[src/rtl/ext_hook_pkg.sv]
package ext_hook_pkg;
  typedef enum logic [1:0] {
    HK_IDLE = 2'd0,
    HK_REQ  = 2'd1,
    HK_WAIT = 2'd2
  } hookState_t;

  typedef struct packed {
    logic capture;   // latch decode fields into the request registers
    logic override;  // take over writeback this cycle
    logic wbKeep;    // override writes (1) or blocks (0)
  } hookStrobe_t;
endpackage

[src/rtl/ext_hook_ctrl.sv]
module ext_hook_ctrl
  import ext_hook_pkg::*;
#(
  parameter int OPC_W  = 6,
  parameter int RSV_LO = 56
) (
  input  logic             clk,
  input  logic             rstN,
  input  logic             extPresent,
  input  logic             decValid,
  input  logic [OPC_W-1:0] decOpcode,
  input  logic             extReqReady,
  input  logic             extRspValid,
  input  logic             extRspErr,
  output logic             stall,
  output logic             reqValid,
  output logic             illegalPulse,
  output hookStrobe_t      strobe
);
  localparam logic [OPC_W-1:0] RsvLoCode = OPC_W'(RSV_LO);

  hookState_t state, stateNext;
  logic isRsv, issue, done;

  assign isRsv = decOpcode >= RsvLoCode;
  assign issue = (state == HK_IDLE) && decValid && isRsv && extPresent;
  assign done  = (state == HK_WAIT) && extRspValid;

  always_comb begin
    stateNext = state;
    unique case (state)
      HK_IDLE: if (issue) stateNext = HK_REQ;
      HK_REQ:  if (extReqReady) stateNext = HK_WAIT;
      HK_WAIT: if (extRspValid) stateNext = HK_IDLE;
      default: stateNext = HK_IDLE;
    endcase
  end

  always_ff @(posedge clk) begin
    if (!rstN) state <= HK_IDLE;
    else       state <= stateNext;
  end

  assign reqValid       = (state == HK_REQ);
  assign stall          = issue || (state == HK_REQ) || ((state == HK_WAIT) && !extRspValid);
  assign illegalPulse   = done && extRspErr;
  assign strobe.capture  = issue;
  assign strobe.override = done;
  assign strobe.wbKeep   = !extRspErr;

  AST_REQ_HELD: assert property (@(posedge clk) disable iff (!rstN)
    reqValid && !extReqReady |=> reqValid) else $error("request dropped");
  AST_REQ_STALLS: assert property (@(posedge clk) disable iff (!rstN)
    reqValid |-> stall) else $error("request without stall");
  AST_ILLEGAL_ONE: assert property (@(posedge clk) disable iff (!rstN)
    illegalPulse |=> !illegalPulse) else $error("illegal pulse too long");
  AST_ABSENT_QUIET: assert property (@(posedge clk) disable iff (!rstN)
    !extPresent && (state == HK_IDLE) |-> !stall) else $error("stall without layer");
  AST_SINGLE_REQ: assert property (@(posedge clk) disable iff (!rstN)
    (state == HK_WAIT) |=> !reqValid) else $error("second request while waiting");
endmodule

[src/rtl/ext_hook_dp.sv]
module ext_hook_dp
  import ext_hook_pkg::*;
#(
  parameter int OPC_W   = 6,
  parameter int REG_AW  = 5,
  parameter int XLEN    = 32,
  parameter int NUM_DEF = 40
) (
  input  logic              clk,
  input  logic              rstN,
  input  hookStrobe_t       strobe,
  input  logic              reqValid,
  input  logic              illegalPulse,
  input  logic              decValid,
  input  logic [OPC_W-1:0]  decOpcode,
  input  logic [REG_AW-1:0] decRd,
  input  logic [REG_AW-1:0] decRs1,
  input  logic [REG_AW-1:0] decRs2,
  input  logic [XLEN-1:0]   rs1Val,
  input  logic [XLEN-1:0]   rs2Val,
  input  logic              baseWbEn,
  input  logic [REG_AW-1:0] baseWbAddr,
  input  logic [XLEN-1:0]   baseWbData,
  input  logic              extReqReady,
  input  logic [XLEN-1:0]   extRspData,
  output logic              decNop,
  output logic [OPC_W-1:0]  reqOpcode,
  output logic [REG_AW-1:0] reqRd,
  output logic [REG_AW-1:0] reqRs1,
  output logic [REG_AW-1:0] reqRs2,
  output logic [XLEN-1:0]   reqOpA,
  output logic [XLEN-1:0]   reqOpB,
  output logic              wbEn,
  output logic [REG_AW-1:0] wbAddr,
  output logic [XLEN-1:0]   wbData
);
  localparam int NUM_SRC = 2;
  localparam logic [OPC_W-1:0] DefLimit = OPC_W'(NUM_DEF);

  logic [NUM_SRC-1:0][XLEN-1:0] srcIn, srcQ;

  assign decNop   = decValid && (decOpcode >= DefLimit);
  assign srcIn[0] = rs1Val;
  assign srcIn[1] = rs2Val;

  always_ff @(posedge clk) begin
    if (!rstN) begin
      reqOpcode <= '0;
      reqRd     <= '0;
      reqRs1    <= '0;
      reqRs2    <= '0;
    end else if (strobe.capture) begin
      reqOpcode <= decOpcode;
      reqRd     <= decRd;
      reqRs1    <= decRs1;
      reqRs2    <= decRs2;
    end
  end

  // opcode bit i marks source i as shared with the extension layer
  for (genvar i = 0; i < NUM_SRC; i++) begin : g_src
    always_ff @(posedge clk) begin
      if (!rstN)               srcQ[i] <= '0;
      else if (strobe.capture) srcQ[i] <= decOpcode[i] ? srcIn[i] : '0;
    end
  end

  assign reqOpA = srcQ[0];
  assign reqOpB = srcQ[1];

  assign wbEn   = strobe.override ? strobe.wbKeep : baseWbEn;
  assign wbAddr = strobe.override ? reqRd         : baseWbAddr;
  assign wbData = strobe.override ? extRspData    : baseWbData;

  AST_PAYLOAD_STABLE: assert property (@(posedge clk) disable iff (!rstN)
    reqValid && !extReqReady |=> $stable(reqOpcode) && $stable(reqRd) && $stable(reqOpA)) else $error("payload moved");
  AST_ERR_NO_WB: assert property (@(posedge clk) disable iff (!rstN)
    illegalPulse |-> !wbEn) else $error("write on error");
endmodule

[src/rtl/ext_hook_top.sv]
module ext_hook_top
  import ext_hook_pkg::*;
#(
  parameter int OPC_W   = 6,
  parameter int REG_AW  = 5,
  parameter int XLEN    = 32,
  parameter int NUM_DEF = 40,
  parameter int RSV_LO  = 56
) (
  input  logic              clk,
  input  logic              rstN,
  input  logic              extPresent,
  input  logic              decValid,
  input  logic [OPC_W-1:0]  decOpcode,
  input  logic [REG_AW-1:0] decRd,
  input  logic [REG_AW-1:0] decRs1,
  input  logic [REG_AW-1:0] decRs2,
  input  logic [XLEN-1:0]   rs1Val,
  input  logic [XLEN-1:0]   rs2Val,
  input  logic              baseWbEn,
  input  logic [REG_AW-1:0] baseWbAddr,
  input  logic [XLEN-1:0]   baseWbData,
  input  logic              extReqReady,
  input  logic              extRspValid,
  input  logic              extRspErr,
  input  logic [XLEN-1:0]   extRspData,
  output logic              decNop,
  output logic              stall,
  output logic              extReqValid,
  output logic [OPC_W-1:0]  extReqOpcode,
  output logic [REG_AW-1:0] extReqRd,
  output logic [REG_AW-1:0] extReqRs1,
  output logic [REG_AW-1:0] extReqRs2,
  output logic [XLEN-1:0]   extReqOpA,
  output logic [XLEN-1:0]   extReqOpB,
  output logic              wbEn,
  output logic [REG_AW-1:0] wbAddr,
  output logic [XLEN-1:0]   wbData,
  output logic              illegalPulse
);
  hookStrobe_t strobe;

  ext_hook_ctrl #(.OPC_W(OPC_W), .RSV_LO(RSV_LO)) u_ctrl (
    .clk(clk), .rstN(rstN), .extPresent(extPresent), .decValid(decValid),
    .decOpcode(decOpcode), .extReqReady(extReqReady), .extRspValid(extRspValid),
    .extRspErr(extRspErr), .stall(stall), .reqValid(extReqValid),
    .illegalPulse(illegalPulse), .strobe(strobe)
  );

  ext_hook_dp #(.OPC_W(OPC_W), .REG_AW(REG_AW), .XLEN(XLEN), .NUM_DEF(NUM_DEF)) u_dp (
    .clk(clk), .rstN(rstN), .strobe(strobe), .reqValid(extReqValid),
    .illegalPulse(illegalPulse), .decValid(decValid), .decOpcode(decOpcode),
    .decRd(decRd), .decRs1(decRs1), .decRs2(decRs2), .rs1Val(rs1Val), .rs2Val(rs2Val),
    .baseWbEn(baseWbEn), .baseWbAddr(baseWbAddr), .baseWbData(baseWbData),
    .extReqReady(extReqReady), .extRspData(extRspData), .decNop(decNop),
    .reqOpcode(extReqOpcode), .reqRd(extReqRd), .reqRs1(extReqRs1), .reqRs2(extReqRs2),
    .reqOpA(extReqOpA), .reqOpB(extReqOpB), .wbEn(wbEn), .wbAddr(wbAddr), .wbData(wbData)
  );
endmodule

[config.mk]
export PLATFORM = sky130hd
export DESIGN_NAME = ext_hook_top
export DESIGN_NICKNAME = d
export VERILOG_FILES = /design/src/rtl/ext_hook_pkg.sv /design/src/rtl/ext_hook_ctrl.sv /design/src/rtl/ext_hook_dp.sv /design/src/rtl/ext_hook_top.sv
export SDC_FILE = /design/constraint.sdc
export NUM_CORES = 1
export LEC_CHECK = 0
export BUFFER_PORTS_ARGS = -buffer_cell sky130_fd_sc_hd__buf_2
export CAP_MARGIN = 30
export CORE_AREA = 2 2 113 115
export CTS_BUF_LIST = sky130_fd_sc_hd__clkbuf_4 sky130_fd_sc_hd__clkbuf_8
export DETAILED_ROUTE_END_ITERATION = 8
export DIE_AREA = 0 0 115 117
export PLACE_DENSITY = 0.75
export SLEW_MARGIN = 15
export SYNTH_ARGS = -nofsm -noshare
export SYNTH_HDL_FRONTEND = slang
export SYNTH_HIERARCHICAL = 1
export SYNTH_SLANG_ARGS = --single-unit
[constraint.sdc]
create_clock -name clk -period 1.58 [get_ports clk]
set_clock_uncertainty 0.2 [all_clocks]
set_input_delay 0.079 -clock clk [delete_from_list [all_inputs] [get_ports clk]]
set_output_delay 0.079 -clock clk [all_outputs]
set_load 0.05 [all_outputs]
==> impl_metrics.py, run 1 <==
metrics = {
    "run_status": {
        "failed_checks": "hold timing, setup timing",
        "status": "finished, violations left",
    },
    "timing": {
        "finalWorstSetupSlack_ps": -467,
        "slew_viol_final": 0,
        "grt_setup_unrepaired": "true",
        "period_needed_ps": 2050,
        "finalSetupViolCount": 125,
        "whs_ps": -70.0,
        "hold_viol_final": 1,
        "slew-limit-headroom_pct": 74.7,
        "clock.fmax_ghz": 0.488,
        "worst_pin_slew_ps": 379,
        "fin_crit_sh_pct": 130,
    },
    "power": {
        "power.density_nw_per_um2": 630,
        "intPower_mw": 3.69,
        "switchingPower_mw": 1.35,
        "peakVddDrop_mv": 0.435,
        "p_clk_share_pct": 32.3,
        "p_comb_share_pct": 23.7,
        "swShare_pct": 26.8,
        "cellLeakagePower_nw": 3.71,
        "pwr-share-seq_pct": 44.0,
    },
    "clock_tree": {
        "root_buffer": "clkbuf_8",
        "clk_latency_ps": 370,
        "path_clk_slew_ps": 90,
        "cts_tree": "built",
        "cts.path.max_buffers": 2,
        "numCtsBuffers": 9,
        "htreeDepth": 3,
        "ctsHoldBuffers": 97,
        "cts_num_sinks": 87,
    },
    "yosys": {
        "postSynthAreaPerCell_sq_um": 9.67,
        "yosys.area.top_type": "dfxtp_1",
        "seq_area_frac_synth_pct": 43.4,
        "synth_top_area_share_pct": 43.4,
        "synth_fp_nets": 577,
        "synth_cell_types": 26,
        "synth_area_leaders": "dfxtp_1, nand3b_1, o21ai_1",
        "syn_inst": 415,
        "netlist_area_sq_um": 4020,
        "yosys_warnings": 6,
        "ys_seq_elements": 87,
    },
    "grt": {
        "grt_pass1_vias": 4904,
        "grt_first_pass_wirelength_mm": 25.5,
        "antenna_found_initial": 1,
        "grt_max_degree": 93,
        "grt_use_total_pct": 25.0,
        "grt-ovfl-total": 0,
    },
    "worst_setup_path": {
        "crit_required_ps": 1300,
        "start_kind": "register",
        "worstPathArrival_ps": 1770,
        "path_max_fanout": 8,
        "rr_worst_depth": 9,
        "end_kind": "output port",
        "criticalPathCategory": "register to output port",
    },
    "floorplan": {
        "start_util_pct": 32.6,
        "num_rows": 41,
        "die_area_sq_um": 13500,
        "coreArea_sq_um": 12300,
        "fp.dieH_um": 117,
        "ios": 289,
        "fp.dieW_um": 115,
    },
    "cells_and_area": {
        "multiInputGateArea_sq_um": 2130,
        "n_fill_cell": 881,
        "syn_to_final_growth_pct": 99.6,
        "layout-drive-gt1-share_pct": 49.2,
        "regArea_sq_um": 1740,
        "fin_area_sq_um": 8010,
        "final_nets": 992,
    },
    "drt": {
        "wirelength_mm": 17.7,
        "drtPass1Iterations": 5,
        "drtIter0Drc": 349,
        "drt-vias-per-instance": 4.87,
        "avgRoutedWirePerCell_um": 18.0,
        "drc": 0,
        "vias": 4782,
        "drtAntennaViolNets": 0,
    },
    "flow_run": {
        "cap_violations": 0,
    },
    "min_path": {
        "hold_path_class": "input port to register",
        "hold_depth": 4,
    },
    "placement": {
        "hpwl_mm": 9.39,
        "gp_congestion": 0.807,
        "post-place-ws_ps": -76.9,
        "port_buffers": 288,
        "dpl_cell_area_sq_um": 5680,
    },
}
-- registers in the layout, indices dropped and copies added, names as in the netlist --
signal	cells
u_dp/reqRd	5
u_dp/reqOpcode	6
u_dp/reqOpB	32
u_dp/reqRs1	5
u_dp/reqOpA	32
u_ctrl/state	2
u_dp/reqRs2	5
-- layout make-up --
| type | count | area share (%) |
|---|---|---|
| Inverter | 2 | 0.0937 |
| Sequential cell | 87 | 21.8 |
| Antenna cell | 1 | 0.0312 |
| Tap cell | 150 | 2.34 |
| Timing Repair Buffer | 442 | 46.8 |
| Clock buffer | 10 | 1.64 |
| Clock inverter | 2 | 0.750 |
| Multi-Input combinational cell | 288 | 26.5 |
-- what timing repair did --
action | in CTS | in global routing
hold endpoints to repair | 86 | 1
setup buffers | 24 | 2
gates resized for setup | 124 | 9
setup endpoints to repair | 125 | 126
gates cloned | 19 | 0
pin swaps | 5 | 1
-- per-layer routing --
layer | share of wire, % | track usage, % | up-vias
li1 | - | - | 2257
met1 | 40 | 30.5 | 2258
met2 | 50 | 42.5 | 232
met3 | 8.1 | 6.18 | 33
met4 | 2.2 | 9.80 | 2
met5 | 0.045 | 0 | -
-- power groups by stage --
stage | clock network [mW] | logic, mW | registers [mW]
6_report | 1.63 | 1.19 | 2.22
5_1_grt | 1.75 | 1.25 | 2.22
4_1_cts | 1.68 | 1.16 | 2.22
3_5_place_dp | 0 | 0.822 | 2.27
3_3_place_gp | 0 | 0.816 | 2.27
2_1_floorplan | 0 | 0.430 | 2.34
-- kinds of logic after synthesis --
family          after synthesis  synth area share (%)
simple gates                161                  23.2
flops                        87                  43.4
compound gates               70                  9.22
mux                          57                  17.3
buf+inv                      40                  6.89
-- synthesized netlist by cell type --
cell type,count
a21boi_1,2
a21boi_2,1
and2_1,1
and3b_2,1
buf_2,17
buf_4,6
buf_6,11
clkbuf_1,4
dfxtp_1,87
inv_1,2
mux2_1,18
mux2_4,20
mux2i_1,19
nand2_1,67
nand2b_1,2
nand3b_1,65
nand4b_1,2
nand4bb_1,1
nor2_1,1
nor2b_1,19
nor3_1,1
o211a_1,1
o21ai_0,1
o21ai_1,64
o221ai_1,1
or3b_1,1
-- worst max-delay path, stage by stage (launching register included) --
cell     delay (ps)
dfxtp_2         330
and3b_2         320
buf_12          140
buf_16          140
mux2_4          310
buf_8           150
-- final timing paths --
| kind | end | slack [ps] | from |
|---|---|---|---|
| worst max-delay path | wbData[22] | -470 | u_ctrl/state[0]$_SDFFE_PN0P_ |
| worst max register to register | u_dp/reqOpB[9]$_SDFFE_PN0P_ | -340 | u_ctrl/state[1]$_SDFFE_PN0P_ |
| worst min-delay path | u_ctrl/state[1]$_SDFFE_PN0P_ | -70 | extRspValid |
| worst min register to register | u_dp/reqOpcode[0]$_SDFFE_PN0P_ | 270 | u_dp/reqOpcode[0]$_SDFFE_PN0P_ |
-- placed cells by master, fill, tap and decap left out, types with 2 or more instances in the layout --
| master | count |
|---|---|
| buf_12 | 20 |
| buf_8 | 7 |
| buf_2 | 252 |
| mux2i_1 | 18 |
| buf_4 | 7 |
| mux2_4 | 38 |
| nand2_4 | 2 |
| dfxtp_1 | 85 |
| buf_16 | 17 |
| nand3b_1 | 65 |
| buf_6 | 41 |
| nor2b_1 | 19 |
| dlygate4sd3_1 | 97 |
| nand2_1 | 65 |
| dfxtp_2 | 2 |
| o21ai_1 | 64 |
| a21boi_1 | 2 |
| bufinv_16 | 2 |
| nand4b_1 | 2 |
| clkbuf_8 | 9 |
-- stage by stage --
stage          std cells  setup TNS (ps)  util [%]  hold slack, ps  power, mW
5_1_grt              981          -42230      65.1           -68.5       5.23
3_5_place_dp         830           -1780      46.1             120       3.09
2_1_floorplan        415            -951         -            11.6       2.77
6_report             982          -35200      65.1           -70.0       5.04
4_1_cts              982          -38690      64.7            -132       5.05
3_3_place_gp         830            -976      46.1             117       3.09
Power figures use the tool's default switching activity.
==> run 2: changes to the inputs <==
Settings changed: CELL_PAD_IN_SITES_DETAIL_PLACEMENT set to 1, CELL_PAD_IN_SITES_GLOBAL_PLACEMENT set to 2, CORE_AREA 2 2 113 115 to not set, CORE_MARGIN set to 2, CORE_UTILIZATION set to 20, DIE_AREA 0 0 115 117 to not set, PLACE_DENSITY 0.75 to 0.83, REMOVE_ABC_BUFFERS set to 1.
==> impl_metrics.py, run 2 (synthesized netlist as in run 1, its figures left out) <==
metrics = {
    "power": {
        "power.density_nw_per_um2": 600,
        "switchingPower_mw": 1.43,
        "power.total_mw": 4.81,
        "intPower_mw": 3.38,
        "p_comb_share_pct": 24.1,
        "swShare_pct": 29.8,
        "pwr-share-seq_pct": 46.2,
        "p_clk_share_pct": 29.7,
        "cellLeakagePower_nw": 3.67,
        "peakVddDrop_mv": 0.286,
    },
    "worst_setup_path": {
        "path_max_fanout": 10,
        "criticalPathCategory": "register to output port",
        "crit_required_ps": 1300,
        "worstPathArrival_ps": 1680,
        "end_kind": "output port",
        "start_kind": "register",
        "rr_worst_depth": 9,
    },
    "clock_tree": {
        "ctsHoldBuffers": 91,
        "cts_num_sinks": 87,
        "htreeDepth": 3,
        "numCtsBuffers": 9,
        "cts_tree": "built",
        "path_clk_slew_ps": 70,
        "clk_latency_ps": 350,
        "cts.path.max_buffers": 2,
        "root_buffer": "clkbuf_8",
    },
    "floorplan": {
        "fp.dieW_um": 146,
        "ios": 289,
        "fp.dieH_um": 146,
        "num_rows": 51,
        "start_util_pct": 20.5,
        "die_area_sq_um": 21200,
        "coreArea_sq_um": 19600,
    },
    "cells_and_area": {
        "antennaDiodeCount": 0,
        "final_core_util_pct": 40.9,
        "syn_to_final_growth_pct": 99.7,
        "final_common_cell": "buf_2",
        "layout_common_cells": "buf_2, dlygate4sd3_1, dfxtp_1",
        "final_nets": 989,
        "layout-drive-gt1-share_pct": 50.7,
    },
    "drt": {
        "drtPass1Iterations": 4,
        "drt-vias-per-instance": 4.28,
        "wirelength_mm": 18.2,
        "drtAntennaViolNets": 0,
        "drc": 0,
        "vias": 4699,
        "avgRoutedWirePerCell_um": 16.6,
        "drtIter0Drc": 129,
    },
    "timing": {
        "clock.fmax_ghz": 0.511,
        "fin_crit_sh_pct": 124,
        "period_needed_ps": 1960,
        "worst_pin_slew_ps": 288,
        "slew_viol_final": 0,
        "grt_setup_unrepaired": "true",
        "hold_viol_final": 1,
        "finalWorstSetupSlack_ps": -378,
        "slew-limit-headroom_pct": 80.8,
        "whs_ps": -82.1,
        "finalSetupViolCount": 125,
    },
    "min_path": {
        "hold_depth": 4,
        "hold_path_class": "input port to register",
    },
    "grt": {
        "grt_max_degree": 56,
        "grt_pass1_vias": 5081,
        "grt_first_pass_wirelength_mm": 28.3,
        "antenna_found_initial": 0,
        "grt_use_total_pct": 16.7,
        "grt-ovfl-total": 0,
    },
    "placement": {
        "port_buffers": 288,
        "post-place-ws_ps": -127,
        "hpwl_mm": 10.9,
        "gp_congestion": 0.723,
    },
    "flow_run": {
        "cap_violations": 0,
    },
    "run_status": {
        "failed_checks": "hold timing, setup timing",
        "status": "finished, violations left",
    },
}
==> run 2: final cells by class <==
class | count | area (sq um)
tap | 265 | 332
timing repair buffer | 439 | 3610
clock inverter | 6 | 37.5
sequential | 87 | 1740
multi-input combinational | 288 | 2150
fill | 2262 | 11600
inverter | 2 | 7.51
clock buffer | 10 | 131
==> run 2: final timing paths <==
kind | startpoint | end | slack [ps]
worst min-delay path | extRspValid | u_ctrl/state[1]$_SDFFE_PN0P_ | -80
worst max-delay path | u_ctrl/state[0]$_SDFFE_PN0P_ | wbData[6] | -380
worst min register to register | u_dp/reqOpcode[0]$_SDFFE_PN0P_ | u_dp/reqOpcode[0]$_SDFFE_PN0P_ | 270
worst max register to register | u_ctrl/state[1]$_SDFFE_PN0P_ | u_dp/reqOpA[16]$_SDFFE_PN0P_ | -310
==> run 2: metrics by stage <==
stage	cell area [sq um]	setup TNS, ps	cells
after floorplan	3750	-445760	377
after global placement	5790	-3420	954
after detailed placement	5790	-8220	954
after CTS	7940	-40760	1095
after global routing	8020	-47230	1097
final	8020	-35020	1097
==> run 2: per-layer routing <==
layer	share of wire, %	GRT usage [%]	vias to the layer above
li1	-	-	2257
met1	41	19.3	2251
met2	52	30.6	173
met3	5.1	4.11	18
met4	1.3	4.41	0
met5	0	0	-
==> run 2: power by group through the flow <==
stage,registers [mW],clock network (mW),logic (mW)
4_1_cts,2.22,1.52,1.13
3_5_place_dp,2.27,0,0.799
3_3_place_gp,2.27,0,0.791
6_report,2.22,1.43,1.16
5_1_grt,2.22,1.61,1.22
2_1_floorplan,2.34,0,0.357
==> run 2: critical path, stage by stage, from the launching register on <==
cell	delay (ps)
dfxtp_1	310
and3b_2	320
buf_8	170
mux2_2	370
buf_6	160
==> run 2: timing repair <==
item                                   4_1_cts  5_1_grt
gates resized for setup                    147       21
pin swaps                                   40        3
cloned                                      16        0
setup endpoints to repair                  123      126
endpoints found under the hold margin       87        1
setup buffers                               18        5
==> run 3: changes to the inputs <==
Settings changed: ABC_AREA set to 1, CORE_UTILIZATION 20 to 17, CTS_CLUSTER_DIAMETER set to 60, PLACE_DENSITY 0.83 to 0.81.
==> impl_metrics.py, run 3 <==
metrics = {
    "grt": {
        "grt-ovfl-total": 0,
        "grt_use_total_pct": 19.5,
        "grt_pass1_vias": 6058,
        "antenna_found_initial": 0,
        "grt_max_degree": 51,
        "grt_first_pass_wirelength_mm": 35.0,
    },
    "drt": {
        "drtPass1Iterations": 4,
        "vias": 5608,
        "drtIter0Drc": 154,
        "drt-vias-per-instance": 4.52,
        "drtAntennaViolNets": 0,
        "avgRoutedWirePerCell_um": 20.7,
        "drc": 0,
        "wirelength_mm": 25.7,
    },
    "clock_tree": {
        "cts_tree": "built",
        "htreeDepth": 3,
        "cts.path.max_buffers": 2,
        "cts_num_sinks": 87,
        "root_buffer": "clkbuf_8",
        "path_clk_slew_ps": 110,
        "numCtsBuffers": 9,
        "clk_latency_ps": 370,
    },
    "yosys": {
        "syn_inst": 531,
        "synth_area_leaders": "dfxtp_1, nand2_1, a21oi_1",
        "synth_top_area_share_pct": 46.6,
        "netlist_area_sq_um": 3730,
        "synth_ff_type": "dfxtp_1",
        "ys_async_sr_fraction_pct": 0,
        "ys_seq_elements": 87,
        "yosys_warnings": 6,
        "yosys.area.top_type": "dfxtp_1",
        "synth_commonest_cells": "nand2_1, dfxtp_1, a21oi_1",
        "synth_edf_count": 0,
        "postSynthAreaPerCell_sq_um": 7.03,
        "synth_cell_types": 20,
        "yosysMostFrequentCell": "nand2_1",
        "seq_area_frac_synth_pct": 46.6,
    },
    "floorplan": {
        "coreArea_sq_um": 21700,
        "die_area_sq_um": 23200,
        "fp.dieW_um": 152,
        "fp.dieH_um": 152,
        "ios": 289,
        "num_rows": 54,
        "start_util_pct": 17.2,
    },
    "timing": {
        "setup_tns_ps": -51800,
        "finalWorstSetupSlack_ps": -525,
        "hold_viol_final": 0,
        "period_needed_ps": 2100,
        "fin_crit_sh_pct": 133,
        "clock.fmax_ghz": 0.475,
        "grt_setup_unrepaired": "true",
        "slew_viol_final": 0,
        "finalSetupViolCount": 127,
        "whs_ps": 72.4,
        "worst_pin_slew_ps": 334,
        "slew-limit-headroom_pct": 77.7,
    },
    "power": {
        "cellLeakagePower_nw": 4.20,
        "p_clk_share_pct": 32.1,
        "swShare_pct": 32.4,
        "intPower_mw": 3.61,
        "power.total_mw": 5.34,
        "peakVddDrop_mv": 0.354,
        "pwr-share-seq_pct": 41.8,
        "power.density_nw_per_um2": 558,
        "switchingPower_mw": 1.73,
        "p_comb_share_pct": 26.1,
    },
    "worst_setup_path": {
        "slowest_delay_ps": 370,
        "path_max_fanout": 5,
        "worstPathArrival_ps": 1830,
        "end_kind": "output port",
        "crit_required_ps": 1300,
        "start_kind": "register",
        "cp_cell_sequence": "inv_2 -> nor3_4 -> buf_6 -> buf_12 -> nand2_2 -> o21ai_2 -> buf_6 -> buf_12",
        "criticalPathCategory": "register to output port",
        "crit_slowest_cell": "dfxtp_2",
    },
    "flow_run": {
        "cap_violations": 0,
    },
    "min_path": {
        "hold_path_class": "input port to register",
    },
    "cells_and_area": {
        "syn_to_final_growth_pct": 156,
        "layout-drive-gt1-share_pct": 65.6,
        "final_common_cell": "buf_2",
        "antennaDiodeCount": 0,
        "final_nets": 1118,
        "layout_common_cells": "buf_2, dlygate4sd3_1, dfxtp_1",
    },
    "placement": {
        "gp_congestion": 0.772,
        "port_buffers": 288,
        "hpwl_mm": 12.4,
    },
    "run_status": {
        "status": "finished, violations left",
        "failed_checks": "setup timing",
    },
}
## run 3: cell types whose count changed after synthesis, moves of 42 or more
cell and delta:
nand2_1 +46, o21ai_0 +53, nand3b_1 -65, a21oi_1 +66, nor2_1 +42, nand3_1 +65
inv_1 +43, o21ai_1 -60
## run 3: kinds of logic after synthesis
logic type,share of synthesized area (%)
AOI/OAI and AO/OA,16.9
and+or+nand+nor,25.0
DFF,46.6
buffers and inverters,11.5
## run 3: cell type report
| type | instances | area [sq um] |
|---|---|---|
| clock inverter | 6 | 67.6 |
| tap | 280 | 350 |
| timing repair inverter | 1 | 30.0 |
| clock buffer | 10 | 138 |
| timing repair buffer | 458 | 4150 |
| multi-input combinational | 350 | 2870 |
| sequential | 87 | 1750 |
| fill | 2409 | 12100 |
| inverter | 49 | 220 |
## run 3: final timing paths
path | slack (ps) | startpoint | cells after the start | end
worst max register to register | -500 | u_ctrl/state[1]$_SDFFE_PN0P_ | 15 | u_dp/reqOpB[8]$_SDFFE_PN0P_
worst min-delay path | 70 | extRspValid | 6 | u_ctrl/state[1]$_SDFFE_PN0P_
worst min register to register | 270 | u_dp/reqOpA[18]$_SDFFE_PN0P_ | 2 | u_dp/reqOpA[18]$_SDFFE_PN0P_
worst max-delay path | -520 | u_ctrl/state[1]$_SDFFE_PN0P_ | 8 | wbData[22]
## run 3: routing by layer
layer	wire length, um	track usage, %
met1	8880	19.8
met2	14200	37.4
met4	1100	8.72
met5	0	0
met3	1530	4.89
## run 3: critical path, delay by kind of cell (launching register included)
kind	cells	cell delay, ps
simple gates	2	320
flops	1	370
compound gates	1	60
buf+inv	5	690
## run 3: timing repair
item	in CTS	in global routing
setup endpoints to repair	126	126
cloned	26	7
resized for setup	290	257
setup buffers	28	15
pin swaps	26	41
hold endpoints to repair	87	0
hold buffers	87	0
## run 3: power groups by stage
stage | clock [mW] | sequential (mW) | combinational [mW]
global route | 1.88 | 2.24 | 1.45
finish | 1.72 | 2.23 | 1.39
global placement | 0 | 2.28 | 0.836
CTS | 1.78 | 2.23 | 1.24
detailed placement | 0 | 2.28 | 0.840
floorplan | 0 | 2.36 | 0.317
## run 3: per-stage QoR
step	instance area, sq um	instances	setup WS, ps	util, %
final	9570	1241	-525	44.1
after global routing	9570	1241	-573	44.1
after CTS	8480	1233	-477	39.1
after detailed placement	5610	1076	-220	25.9
after global placement	5610	1076	-233	25.9
after floorplan	3490	486	-4080	-
